## config.mk

```make
export PLATFORM = sky130hd
export DESIGN_NAME = banked_gpio
export DESIGN_NICKNAME = d
export VERILOG_FILES = /design/src/rtl/gpio_ctrl_pkg.sv /design/src/rtl/gpio_sync.sv /design/src/rtl/gpio_bank.sv /design/src/rtl/banked_gpio.sv
export SDC_FILE = /design/constraint.sdc
export NUM_CORES = 1
export LEC_CHECK = 0
export ABC_AREA = 0
export BUFFER_PORTS_ARGS = -buffer_cell sky130_fd_sc_hd__clkbuf_2
export CORE_UTILIZATION = 54
export DETAILED_ROUTE_END_ITERATION = 10
export MAX_ROUTING_LAYER = met4
export PLACE_DENSITY_LB_ADDON = 0.08
export SYNTH_ARGS = -nofsm -noshare
export SYNTH_HDL_FRONTEND = slang
export SYNTH_SLANG_ARGS = --single-unit
```

## constraint.sdc

```tcl
create_clock -name clk -period 2.7 [get_ports clk]
set_input_delay 0.27 -clock clk [delete_from_list [all_inputs] [get_ports clk]]
set_output_delay 0.27 -clock clk [all_outputs]
set_load 0.01 [all_outputs]
```

## src/rtl/gpio_ctrl_pkg.sv

```systemverilog
package gpio_ctrl_pkg;

   localparam int WORD_W      = 32;
   localparam int NUM_KINDS   = 7;
   localparam int KIND_STRIDE = 12;
   localparam int BANK_STEP   = 4;
   localparam int MASK_BASE   = 'h9C;
   localparam int MAX_BANKS   = 3;
   localparam int DEC_W       = 16;

   typedef enum logic [2:0] {
      K_LEVEL = 3'd0,
      K_DIR   = 3'd1,
      K_SET   = 3'd2,
      K_CLR   = 3'd3,
      K_RISE  = 3'd4,
      K_FALL  = 3'd5,
      K_STAT  = 3'd6,
      K_MASK  = 3'd7
   } reg_kind_e;

   typedef struct packed {
      logic      hit;
      reg_kind_e kind;
      logic [1:0] bank;
   } reg_sel_t;

   function automatic reg_sel_t decode_addr(input logic [DEC_W-1:0] a, input int nbanks);
      reg_sel_t s;
      s = '{hit: 1'b0, kind: K_LEVEL, bank: 2'd0};
      for (int b = 0; b < MAX_BANKS; b++) begin
         if (b < nbanks) begin
            for (int k = 0; k < NUM_KINDS; k++) begin
               if (a == DEC_W'(k * KIND_STRIDE + b * BANK_STEP)) begin
                  s.hit  = 1'b1;
                  s.kind = reg_kind_e'(k);
                  s.bank = 2'(b);
               end
            end
            if (a == DEC_W'(MASK_BASE + b * BANK_STEP)) begin
               s.hit  = 1'b1;
               s.kind = K_MASK;
               s.bank = 2'(b);
            end
         end
      end
      return s;
   endfunction

endpackage

```

## src/rtl/gpio_sync.sv

```systemverilog
module gpio_sync #(
   parameter int WIDTH  = 32,
   parameter int STAGES = 2
) (
   input  logic             clk,
   input  logic             rst_n,
   input  logic [WIDTH-1:0] async_i,
   output logic [WIDTH-1:0] sync_o
);

   if (STAGES < 2) begin : g_bad_stages
      $error("gpio_sync: STAGES must be at least 2");
   end

   logic [WIDTH-1:0] chain_q [STAGES];

   for (genvar s = 0; s < STAGES; s++) begin : g_stage
      if (s == 0) begin : g_first
         always_ff @(posedge clk or negedge rst_n) begin
            if (!rst_n) chain_q[0] <= '0;
            else        chain_q[0] <= async_i;
         end
      end else begin : g_next
         always_ff @(posedge clk or negedge rst_n) begin
            if (!rst_n) chain_q[s] <= '0;
            else        chain_q[s] <= chain_q[s-1];
         end
      end
   end

   assign sync_o = chain_q[STAGES-1];

endmodule

```

## src/rtl/gpio_bank.sv

```systemverilog
module gpio_bank #(
   parameter int             W        = 32,
   parameter logic [W-1:0]   MASK_RST = '1
) (
   input  logic         clk,
   input  logic         rst_n,
   input  logic [W-1:0] pin_s,
   input  logic [W-1:0] wdata,
   input  logic         wr_dir,
   input  logic         wr_set,
   input  logic         wr_clr,
   input  logic         wr_rise,
   input  logic         wr_fall,
   input  logic         wr_stat,
   input  logic         wr_mask,
   output logic [W-1:0] dir_q,
   output logic [W-1:0] out_q,
   output logic [W-1:0] rise_q,
   output logic [W-1:0] fall_q,
   output logic [W-1:0] stat_q,
   output logic [W-1:0] mask_q
);

   logic [W-1:0] prev_q;
   logic [W-1:0] hit;
   logic [W-1:0] clr_bits;

   always_comb begin
      hit      = (pin_s & ~prev_q & rise_q) | (~pin_s & prev_q & fall_q);
      clr_bits = wr_stat ? wdata : '0;
   end

   always_ff @(posedge clk or negedge rst_n) begin
      if (!rst_n) begin
         prev_q <= '0;
         stat_q <= '0;
      end else begin
         prev_q <= pin_s;
         stat_q <= (stat_q & ~clr_bits) | hit;
      end
   end

   always_ff @(posedge clk or negedge rst_n) begin
      if (!rst_n) begin
         dir_q  <= '0;
         out_q  <= '0;
         rise_q <= '0;
         fall_q <= '0;
         mask_q <= MASK_RST;
      end else begin
         if (wr_dir)  dir_q  <= wdata;
         if (wr_set)  out_q  <= out_q | wdata;
         else if (wr_clr) out_q <= out_q & ~wdata;
         if (wr_rise) rise_q <= wdata;
         if (wr_fall) fall_q <= wdata;
         if (wr_mask) mask_q <= wdata;
      end
   end


   status_w1c_chk: assert property (@(posedge clk) disable iff (!rst_n)
      (((($past(stat_q) & ~($past(wr_stat) ? $past(wdata) : '0)) & ~stat_q)) == '0))
      else $error("status bit lost without a write-one clear");


   set_wins_chk: assert property (@(posedge clk) disable iff (!rst_n)
      (($past(hit) & ~stat_q) == '0))
      else $error("detected edge did not leave its status bit set");


   latch_set_chk: assert property (@(posedge clk) disable iff (!rst_n)
      $past(wr_set) |-> ((out_q & $past(wdata)) == $past(wdata)))
      else $error("set write did not raise latch bits");


   latch_clr_chk: assert property (@(posedge clk) disable iff (!rst_n)
      ($past(wr_clr) && !$past(wr_set)) |-> ((out_q & $past(wdata)) == '0))
      else $error("clear write did not lower latch bits");

endmodule

```

## src/rtl/banked_gpio.sv

```systemverilog
module banked_gpio
   import gpio_ctrl_pkg::*;
#(
   parameter int NUM_BANKS   = 3,
   parameter int BANK_W      = 32,
   parameter int ADDR_W      = 8,
   parameter int SYNC_STAGES = 2
) (
   input  logic                        clk,
   input  logic                        rst_n,
   input  logic [ADDR_W-1:0]           bus_addr,
   input  logic                        bus_we,
   input  logic [BANK_W-1:0]           bus_wdata,
   output logic [BANK_W-1:0]           bus_rdata,
   input  logic [NUM_BANKS*BANK_W-1:0] pad_in,
   output logic [NUM_BANKS*BANK_W-1:0] pad_out,
   output logic [NUM_BANKS*BANK_W-1:0] pad_oe,
   output logic                        irq
);

   localparam int PIN_W = NUM_BANKS * BANK_W;

   if (NUM_BANKS < 1 || NUM_BANKS > MAX_BANKS) begin : g_bad_banks
      $error("banked_gpio: NUM_BANKS must be 1..3");
   end
   if (BANK_W != WORD_W) begin : g_bad_width
      $error("banked_gpio: BANK_W must equal the bus word width");
   end
   if (ADDR_W < 8 || ADDR_W > DEC_W) begin : g_bad_addr
      $error("banked_gpio: ADDR_W must be 8..16");
   end

   logic [PIN_W-1:0] pin_s;
   reg_sel_t         sel;

   logic [BANK_W-1:0] dir_w  [NUM_BANKS];
   logic [BANK_W-1:0] out_w  [NUM_BANKS];
   logic [BANK_W-1:0] rise_w [NUM_BANKS];
   logic [BANK_W-1:0] fall_w [NUM_BANKS];
   logic [BANK_W-1:0] stat_w [NUM_BANKS];
   logic [BANK_W-1:0] mask_w [NUM_BANKS];
   logic [NUM_BANKS-1:0] bank_irq;

   assign sel = decode_addr(DEC_W'(bus_addr), NUM_BANKS);

   gpio_sync #(.WIDTH(PIN_W), .STAGES(SYNC_STAGES)) i_sync (
      .clk    (clk),
      .rst_n  (rst_n),
      .async_i(pad_in),
      .sync_o (pin_s)
   );

   for (genvar b = 0; b < NUM_BANKS; b++) begin : g_bank
      logic here;
      assign here = bus_we && sel.hit && (sel.bank == 2'(b));

      gpio_bank #(.W(BANK_W), .MASK_RST('1)) i_bank (
         .clk    (clk),
         .rst_n  (rst_n),
         .pin_s  (pin_s[b*BANK_W +: BANK_W]),
         .wdata  (bus_wdata),
         .wr_dir (here && sel.kind == K_DIR),
         .wr_set (here && sel.kind == K_SET),
         .wr_clr (here && sel.kind == K_CLR),
         .wr_rise(here && sel.kind == K_RISE),
         .wr_fall(here && sel.kind == K_FALL),
         .wr_stat(here && sel.kind == K_STAT),
         .wr_mask(here && sel.kind == K_MASK),
         .dir_q  (dir_w[b]),
         .out_q  (out_w[b]),
         .rise_q (rise_w[b]),
         .fall_q (fall_w[b]),
         .stat_q (stat_w[b]),
         .mask_q (mask_w[b])
      );

      assign pad_out[b*BANK_W +: BANK_W] = out_w[b];
      assign pad_oe [b*BANK_W +: BANK_W] = dir_w[b];
      assign bank_irq[b] = |(stat_w[b] & mask_w[b]);
   end

   assign irq = |bank_irq;

   always_comb begin
      bus_rdata = '0;
      for (int b = 0; b < NUM_BANKS; b++) begin
         if (sel.hit && sel.bank == 2'(b)) begin
            unique case (sel.kind)
               K_LEVEL:       bus_rdata = pin_s[b*BANK_W +: BANK_W];
               K_DIR:         bus_rdata = dir_w[b];
               K_SET, K_CLR:  bus_rdata = out_w[b];
               K_RISE:        bus_rdata = rise_w[b];
               K_FALL:        bus_rdata = fall_w[b];
               K_STAT:        bus_rdata = stat_w[b];
               K_MASK:        bus_rdata = mask_w[b];
               default:       bus_rdata = '0;
            endcase
         end
      end
   end


   unmapped_rd_chk: assert property (@(posedge clk) disable iff (!rst_n)
      !sel.hit |-> (bus_rdata == '0))
      else $error("unmapped read returned nonzero data");


   oe_hold_chk: assert property (@(posedge clk) disable iff (!rst_n)
      !$past(bus_we) |-> $stable(pad_oe))
      else $error("output enables moved without a bus write");

endmodule

```

==> metrics.json, run 1 <==
{
  "status": "finished with violations",
  "violated_checks": "negative setup slack",
  "syn-mean-instance-area_um2": 12.36,
  "vdd_drop_max_uv": 555.2,
  "fillCellCount": 4670,
  "timing.hold.worst.class": "input pin to register",
  "via_count_of_the_first_global_routing_pass": 31202,
  "detail_route.wl_per_cell_um": 31.03,
  "worst_slew_pin_slew_ns": 0.8099,
  "crit_path_cell_trace": "clkbuf_16, and2b_1, a32o_2, a31oi_4, and3_4, mux2_2, a222oi_1, o211ai_1, a21boi_2, clkbuf_2",
  "timing.critical_path.slowest_stage_cell": "sky130_fd_sc_hd__a222oi_1",
  "grt_start_max_net_pins": 109,
  "layout-drive-gt1-share_pct": 43.85,
  "grt-ovfl-total": 0,
  "vias_per_cell": 6.596,
  "yosys_cell_types": 79,
  "synthToLayoutAreaGrowth_pct": 32.76,
  "setup-violations-final": 33,
  "cp_slowest_stage_delay_ns": 0.58,
  "core-area_mm2": 0.06775,
  "leakage_nw": 22.54,
  "worstSetupEndpointType": "output pin",
  "grt.total_usage_pct": 42.75,
  "seq_area_frac_synth_pct": 58.36,
  "antenna_found_initial": 5,
  "synth-edff-count": 0,
  "die_height_um": 264.7,
  "synthDominantCellAreaShare_pct": 51.59,
  "synth.cell_area_mm2": 0.03725,
  "netlist_instances": 3013,
  "ys_seq_elements": 864,
  "async_reset_ff_share_pct": 100.0,
  "cts_made_buffers": 88,
  "critPathTopFamily": "compound AO/OA/AOI/OAI gates",
  "dr.first_iter.drc_count": 3699,
  "placed_cells": 4350,
  "clock-sinks": 864,
  "critical_path.max_fanout": 11,
  "powerDensity_mw_per_mm2": 583.5,
  "detailedPlacementHpwl_mm": 100.5,
  "gp_congestion": 0.9880,
  "drt_pre_antenna_iters": 8,
  "fin_crit_ns": 3.301,
  "clock_insertion_delay_worst_skew_ns": 0.65,
  "antenna_violating_nets_post_route": 0,
  "synthDominantAreaCellType": "sky130_fd_sc_hd__dfrtp_1",
  "fin_ws_ns": -0.6010,
  "cts_max_level": 3,
  "synth_area_leaders": "sky130_fd_sc_hd__dfrtp_1 (52%), sky130_fd_sc_hd__mux2_2 (14%), sky130_fd_sc_hd__dfstp_2 (6.8%)",
  "grt_pass1_wl_mm": 211.8,
  "floorplan.rows": 95,
  "dieWidth_um": 264.7,
  "synthesis.yosys.warnings": 0,
  "syn_nets": 3152,
  "clockRootBuffer": "sky130_fd_sc_hd__clkbuf_16",
  "vias": 31016,
  "clk_transition_reported_paths_ns": 0.06,
  "yosys_most_used_dff": "sky130_fd_sc_hd__dfrtp_1",
  "final.setup_skew_ns": 0.02201,
  "path_class": "input pin to output pin",
  "worst_setup_path_start_kind": "input pin",
  "finalWirelength_mm": 145.9,
  "worst_ep_arrival_time_ns": 3.03,
  "ratio_of_final_minimum_period_to_clock_period_pct": 122.3,
  "grt_setup_unrepaired": "true",
  "hold_violations": 0,
  "num_io_pins": 364,
  "initial_core_util_pct": 54.99,
  "slew_violations": 0,
  "clock_tree.buffer_depth": 3,
  "io_buffer_count": 363,
  "slew_headroom_pct": 45.69,
  "max_freq_mhz": 302.9,
  "critPathRequiredTime_ns": 2.43,
  "route.detailed.drc": 0,
  "maxCapViolations": 0,
  "tritoncts": "done",
  "design.die.area_mm2": 0.07004,
  "setup_ws_pre_cts_ns": -0.8626,
  "final_cells": 4702,
  "design.final.nets": 3892,
  "finalHoldWorstSlack_ns": 0.1432,
  "critical_path_buffers_and_inverters": 2
}
[kinds of logic after synthesis]
| kind of cell | count (synthesis) | share of synthesized area, % |
|---|---|---|
| multiplexers | 545 | 16.33 |
| AO/OA/AOI/OAI | 692 | 13.51 |
| XOR/XNOR | 5 | 0.1175 |
| flip-flops | 864 | 58.36 |
| buffers and inverters | 252 | 3.170 |
| AND/OR/NAND/NOR | 655 | 8.514 |
[layout by cell type (no fill, tap or decap), types with 19 or more instances in the layout]
master,synthesis,final
sky130_fd_sc_hd__dfrtp_1,768,764
sky130_fd_sc_hd__mux2_2,455,455
sky130_fd_sc_hd__nand2_1,374,358
sky130_fd_sc_hd__clkbuf_2,0,331
sky130_fd_sc_hd__buf_4,37,215
sky130_fd_sc_hd__o21ai_0,149,129
sky130_fd_sc_hd__buf_12,0,116
sky130_fd_sc_hd__o211ai_1,110,110
sky130_fd_sc_hd__nand3b_1,97,97
sky130_fd_sc_hd__dlygate4sd3_1,0,97
sky130_fd_sc_hd__dfstp_2,96,96
sky130_fd_sc_hd__clkbuf_16,0,95
sky130_fd_sc_hd__nand3_1,69,63
sky130_fd_sc_hd__mux2i_1,56,52
sky130_fd_sc_hd__buf_6,3,51
sky130_fd_sc_hd__a22oi_1,54,43
sky130_fd_sc_hd__a21oi_1,57,41
sky130_fd_sc_hd__inv_1,36,36
sky130_fd_sc_hd__nor2_1,41,35
sky130_fd_sc_hd__o221ai_1,35,30
sky130_fd_sc_hd__mux2_1,30,30
sky130_fd_sc_hd__a21o_1,25,24
sky130_fd_sc_hd__a221oi_2,0,24
sky130_fd_sc_hd__a22o_1,25,24
sky130_fd_sc_hd__buf_2,59,23
sky130_fd_sc_hd__clkbuf_1,111,22
sky130_fd_sc_hd__clkbuf_8,0,21
sky130_fd_sc_hd__a221o_1,19,19
[worst reg2reg max path, cell delays in order (launching register included)]
cell and delay, ns:
sky130_fd_sc_hd__dfrtp_1 0.59, sky130_fd_sc_hd__o21ai_0 0.18, sky130_fd_sc_hd__o211ai_1 0.12
[worst paths after layout]
path	start	endpoint	slack [ns]	depth (start not counted)
min in group asynchronous	rst_n	g_bank[0].i_bank.rise_q[13]	0.17	2
worst min-delay path	bus_wdata[30]	g_bank[2].i_bank.rise_q[30]	0.14	2
worst max register to register	g_bank[2].i_bank.stat_q[8]	g_bank[2].i_bank.stat_q[8]	1.74	2
worst max-delay path	bus_addr[5]	bus_rdata[6]	-0.60	10
max in group asynchronous	rst_n	asynchronous set/reset pin	1.46	3
worst min register to register	i_sync.chain_q[126]	i_sync.sync_o[30]	0.34	0
[stage by stage]
step / instance area [µm²] / power (mW) / setup TNS [ns] / util, %
3_5_place_dp: 43060 / 15.84 / -357.27 / 63.55
6_report: 49460 / 28.86 / -14.65 / 73.00
5_1_grt: 49460 / 29.60 / -16.02 / 73.00
2_1_floorplan: 37500 / 14.53 / -0.2672 / -
4_1_cts: 49110 / 28.83 / -13.69 / 72.49
3_3_place_gp: 43060 / 15.79 / -361.42 / 63.55
[cells in the mapped netlist, types with 14 or more instances]
master	instances
sky130_fd_sc_hd__a31o_2	14
sky130_fd_sc_hd__nand3_1	69
sky130_fd_sc_hd__o21ai_0	149
sky130_fd_sc_hd__mux2_1	30
sky130_fd_sc_hd__a22oi_1	54
sky130_fd_sc_hd__mux2i_1	56
sky130_fd_sc_hd__a32oi_1	16
sky130_fd_sc_hd__dfrtp_1	768
sky130_fd_sc_hd__o211ai_1	110
sky130_fd_sc_hd__a2bb2oi_1	23
sky130_fd_sc_hd__a21o_1	25
sky130_fd_sc_hd__a21oi_1	57
sky130_fd_sc_hd__dfstp_2	96
sky130_fd_sc_hd__nor2_1	41
sky130_fd_sc_hd__a221o_1	19
sky130_fd_sc_hd__a22o_1	25
sky130_fd_sc_hd__a221oi_1	45
sky130_fd_sc_hd__a31oi_1	20
sky130_fd_sc_hd__mux2_2	455
sky130_fd_sc_hd__nand3b_1	97
sky130_fd_sc_hd__buf_2	59
sky130_fd_sc_hd__o221ai_1	35
sky130_fd_sc_hd__buf_4	37
sky130_fd_sc_hd__clkbuf_1	111
sky130_fd_sc_hd__nor2_2	14
sky130_fd_sc_hd__inv_1	36
sky130_fd_sc_hd__nand2_1	374
[cell type report]
type | count | area [µm²] | area share, %
antenna | 5 | 12.51 | 0.02530
sequential | 864 | 21750 | 43.97
clock inverter | 31 | 440.4 | 0.8905
clock buffer | 130 | 2571 | 5.199
multi-input combinational | 1899 | 15560 | 31.47
inverter | 36 | 135.1 | 0.2732
tap | 873 | 1092 | 2.209
timing repair buffer | 864 | 7899 | 15.97
[routing by layer]
metal  vias to the layer above  GRT usage [%]  share of wire (%)
met2                      1903          63.81                 45
li1                      12645              -                  -
met3                       510          9.001                9.7
met1                     15958          55.78                 39
met5                         -              -                  0
met4                         0          21.07                6.1
[power by group]
group	total [mW]	internal (mW)	switching [mW]
sequential	13.7	13.3	0.347
clock	12.8	7.55	5.22
combinational	2.41	1.06	1.35
total	28.9	21.9	6.92
[repair_timing]
item,CTS,global route
pin swaps,108,66
hold buffers,97,0
resized for setup,246,93
hold endpoints to repair,192,0
cloned,15,3
setup endpoints to repair,225,33
setup buffers,64,22
No activity file was read; power rests on OpenSTA's default activity.
==> run 2, diff against run 1 <==
--- a/config.mk
+++ b/config.mk
@@ -5,12 +5,12 @@
 export SDC_FILE = /design/constraint.sdc
 export NUM_CORES = 1
 export LEC_CHECK = 0
-export ABC_AREA = 0
 export BUFFER_PORTS_ARGS = -buffer_cell sky130_fd_sc_hd__clkbuf_2
-export CORE_UTILIZATION = 54
+export CORE_UTILIZATION = 55
 export DETAILED_ROUTE_END_ITERATION = 10
 export MAX_ROUTING_LAYER = met4
 export PLACE_DENSITY_LB_ADDON = 0.08
 export SYNTH_ARGS = -nofsm -noshare
 export SYNTH_HDL_FRONTEND = slang
+export SYNTH_HIERARCHICAL = 1
 export SYNTH_SLANG_ARGS = --single-unit
==> constraint.sdc (replaced) <==
create_clock -name clk -period 3.83 [get_ports clk]
set_input_delay 0.383 -clock clk [delete_from_list [all_inputs] [get_ports clk]]
set_output_delay 0.383 -clock clk [all_outputs]
set_load 0.01 [all_outputs]
==> metrics.json, run 2 <==
{
  "finalWirelength": {"value": 152.4, "unit": "mm", "change": "+4.5%"},
  "layout-drive-gt1-share": {"value": 37.22, "unit": "%", "change": "-6.6 points"},
  "clock_insertion_delay_worst_skew": {"value": 0.67, "unit": "ns", "change": "+0.02 ns"},
  "clock-sinks": {"value": 864, "change": "unchanged"},
  "clock_tree.buffer_depth": {"value": 3, "change": "unchanged"},
  "vias": {"value": 30640, "change": "-1.2%"},
  "synth_area_leaders": "sky130_fd_sc_hd__dfrtp_1 (48%), sky130_fd_sc_hd__mux2_4 (13%), sky130_fd_sc_hd__dfstp_2 (6.3%)",
  "cells_on_worst_hold_path": {"value": 3, "change": "+1"},
  "final_common_cell": "sky130_fd_sc_hd__dfrtp_1",
  "syn_nets": {"value": 3281, "change": "+4.1%"},
  "cts_made_buffers": {"value": 93, "change": "+5.7%"},
  "die_height": {"value": 272.4, "unit": "µm", "change": "+2.9%"},
  "worst_ep_arrival_time": {"value": 3.40, "unit": "ns", "change": "+0.37 ns"},
  "critPathTopFamily": "simple AND/OR/NAND/NOR gates",
  "design.final.nets": {"value": 3753, "change": "-3.6%"},
  "yosysMostFrequentCell": "sky130_fd_sc_hd__dfrtp_1",
  "max_freq_mhz": 264.6,
  "synthDominantAreaCellType": "sky130_fd_sc_hd__dfrtp_1",
  "ratio_of_final_minimum_period_to_clock_period_pct": 98.66,
  "io_buffer_count": {"value": 363, "change": "unchanged"},
  "powerDensity": {"value": 440.0, "unit": "mW/mm²", "change": "-25%"},
  "clockRootBuffer": "sky130_fd_sc_hd__clkbuf_16",
  "worstSetupEndpointType": "output pin",
  "ff2ff_path_depth": {"value": 2, "change": "unchanged"},
  "route.detailed.drc": {"value": 0, "change": "unchanged"},
  "async_reset_ff_share": {"value": 100.0, "unit": "%", "change": "unchanged"},
  "detail_route.wl_per_cell": {"value": 32.82, "unit": "µm", "change": "+5.8%"},
  "ys_seq_elements": {"value": 864, "change": "unchanged"},
  "maxCapViolations": {"value": 0, "change": "unchanged"},
  "grt_start_max_net_pins": {"value": 101, "change": "-7.3%"},
  "netlist_instances": {"value": 3142, "change": "+4.3%"},
  "cp_slowest_stage_delay": {"value": 0.67, "unit": "ns", "change": "+0.09 ns"},
  "vdd_drop_max": {"value": 400.2, "unit": "µV", "change": "-28%"},
  "worst_slew_pin_slew": {"value": 1.147, "unit": "ns", "change": "+0.3373 ns"},
  "antenna_found_initial": {"value": 6, "change": "+1"},
  "leakage": {"value": 21.03, "unit": "nW", "change": "-6.7%"},
  "initial_core_util": {"value": 55.95, "unit": "%", "change": "+0.96 points"},
  "worst_setup_path_start_kind": "input pin",
  "layout_common_cells": "sky130_fd_sc_hd__dfrtp_1 (768), sky130_fd_sc_hd__nand2_1 (383), sky130_fd_sc_hd__clkbuf_2 (362)",
  "antenna_violating_nets_post_route": {"value": 0, "change": "unchanged"},
  "yosys-top-cells-count": "sky130_fd_sc_hd__dfrtp_1 (768), sky130_fd_sc_hd__nand2_1 (384), sky130_fd_sc_hd__mux2_4 (360)",
  "floorplan.rows": {"value": 98, "change": "+3.2%"},
  "grt.total_usage": {"value": 42.34, "unit": "%", "change": "-0.41 points"},
  "dieWidth": {"value": 272.4, "unit": "µm", "change": "+2.9%"},
  "slew_violations": {"value": 0, "change": "unchanged"},
  "drt_pre_antenna_iters": {"value": 6, "change": "-2"},
  "slew_headroom": {"value": 22.89, "unit": "%", "change": "-23 points"},
  "hold_violations": {"value": 0, "change": "unchanged"},
  "critical_path.max_fanout": {"value": 15, "change": "+4"},
  "syn-mean-instance-area": {"value": 12.79, "unit": "µm²", "change": "+3.5%"},
  "path_class": "input pin to output pin",
  "critical_path_buffers_and_inverters": {"value": 3, "change": "+1"},
  "synthToLayoutAreaGrowth_pct": 18.46,
  "grt_pass1_wl": {"value": 218.7, "unit": "mm", "change": "+3.3%"},
  "cts_max_level": {"value": 3, "change": "unchanged"},
  "clk_transition_reported_paths": {"value": 0.06, "unit": "ns", "change": "about the same"},
  "timing.critical_path.slowest_stage_cell": "sky130_fd_sc_hd__nor3_2",
  "fin_crit_ns": 3.779,
  "synthesis.yosys.warnings": {"value": 6, "change": "+6"},
  "fin_util": {"value": 66.27, "unit": "%", "change": "-6.7 points"},
  "synth.cell_area": {"value": 0.04020, "unit": "mm²", "change": "+7.9%"},
  "grt-ovfl-total": {"value": 0, "change": "unchanged"},
  "detailedPlacementHpwl": {"value": 104.7, "unit": "mm", "change": "+4.1%"},
  "gp_congestion": {"value": 1.002, "change": "+1.4%"},
  "status": "finished clean",
  "critPathRequiredTime": {"value": 3.45, "unit": "ns", "change": "+1.02 ns"},
  "setup-violations-final": {"value": 0, "change": "-100%"},
  "num_io_pins": {"value": 364, "change": "unchanged"},
  "dr.first_iter.drc_count": {"value": 3733, "change": "+0.92%"},
  "design.die.area": {"value": 0.07417, "unit": "mm²", "change": "+5.9%"},
  "final.setup_skew": {"value": 0.01990, "unit": "ns", "change": "-0.002111 ns"},
  "seq_area_frac_synth": {"value": 54.08, "unit": "%", "change": "-4.3 points"},
  "yosys_cell_types": {"value": 84, "change": "+6.3%"},
  "synthDominantCellAreaShare": {"value": 47.81, "unit": "%", "change": "-3.8 points"},
  "crit_path_cell_trace": "clkbuf_2, nor2b_4, a32o_1, or2_2, nor3_2, buf_4, a211oi_1, a32o_1, a32oi_1, clkbuf_2",
  "yosys_most_used_dff": "sky130_fd_sc_hd__dfrtp_1",
  "worst-path-stages": {"value": 10, "change": "unchanged"},
  "tritoncts": "done",
  "grt_setup_unrepaired": "true",
  "synth-edff-count": {"value": 0, "change": "unchanged"},
  "vias_per_cell": {"value": 6.598, "change": "about the same"},
  "final.setup.tns": {"value": 0, "unit": "ns", "change": "+14.65 ns"},
  "core-area": {"value": 0.07185, "unit": "mm²", "change": "+6.1%"},
  "timing.hold.worst.class": "input pin to register",
  "via_count_of_the_first_global_routing_pass": {"value": 30469, "change": "-2.3%"}
}
==> run 2: kinds of logic (layout without fill, tap and decap cells) <==
family	after synthesis	count (layout)	synth area share, %
flops	864	864	54.08
compound gates	834	834	15.72
simple gates	688	688	8.136
mux	456	456	15.96
buf+inv	296	843	6.016
xor+xnor	4	4	0.08716
other cells	0	5	0
==> run 2: final cells by class <==
class	count	area [µm²]
inverters	4	15.01
fillers	5440	24230
multi-input cells	1982	16230
repair buffers	669	5192
well taps	950	1189
clock inverters	36	563.0
flip-flops and latches	864	21740
diodes	5	12.51
clock buffers	134	2673
==> run 2: repair_timing <==
action / CTS / global route
setup endpoints to repair: 5 / 2
hold endpoints to repair: 166 / 0
buffers inserted: 0 / 3
hold buffers: 97 / 0
resized for setup: 1 / 0
==> run 2: power by group <==
part           total (mW)  leakage, nW  switching, mW  internal [mW]
clock network        9.55         1.59           3.87           5.68
registers            9.62         10.5          0.236           9.38
logic                1.78         8.91           1.15          0.636
total                21.0         21.0           5.25           15.7
==> run 2: tightest hold or removal path, stage by stage <==
cell and delay (ns):
sky130_fd_sc_hd__clkbuf_2 0.28, sky130_fd_sc_hd__nand2_1 0.13, sky130_fd_sc_hd__a22o_1 0.12
==> run 2: routing by layer <==
| layer | global-route usage [%] | up-vias | share of wire [%] |
|---|---|---|---|
| met4 | 18.20 | 0 | 4.8 |
| met3 | 11.26 | 384 | 11 |
| met5 | - | - | 0 |
| li1 | - | 12419 | - |
| met2 | 59.10 | 1975 | 43 |
| met1 | 58.08 | 15862 | 41 |
==> run 2: worst paths after layout <==
kind	start	endpoint	slack, ns
worst max-delay path	bus_addr[5]	bus_rdata[24]	0.05
min in group asynchronous	rst_n	i_sync/sync_o[80]	0.38
max in group asynchronous	rst_n	asynchronous set/reset pin	2.29
worst min register to register	i_sync/chain_q[99]	i_sync/sync_o[3]	0.34
worst min-delay path	bus_wdata[4]	register	0.29
worst max register to register	g_bank[0].i_bank/stat_q[5]	g_bank[0].i_bank/stat_q[5]	2.83
==> run 2: through the flow <==
step           instance area, µm²  hold WS [ns]  setup slack (ns)  instances  total power, mW
4_1_cts                     47580        0.2601           0.06424       4636            20.99
5_1_grt                     47620        0.3205          -0.01772       4644            21.47
6_report                    47620        0.2855           0.05121       4644            20.95
3_3_place_gp                43370        0.3318          -0.02872       4369            11.39
2_1_floorplan               40200       0.08741            0.8884       3142            10.43
3_5_place_dp                43370        0.3347           -0.1399       4369            11.42
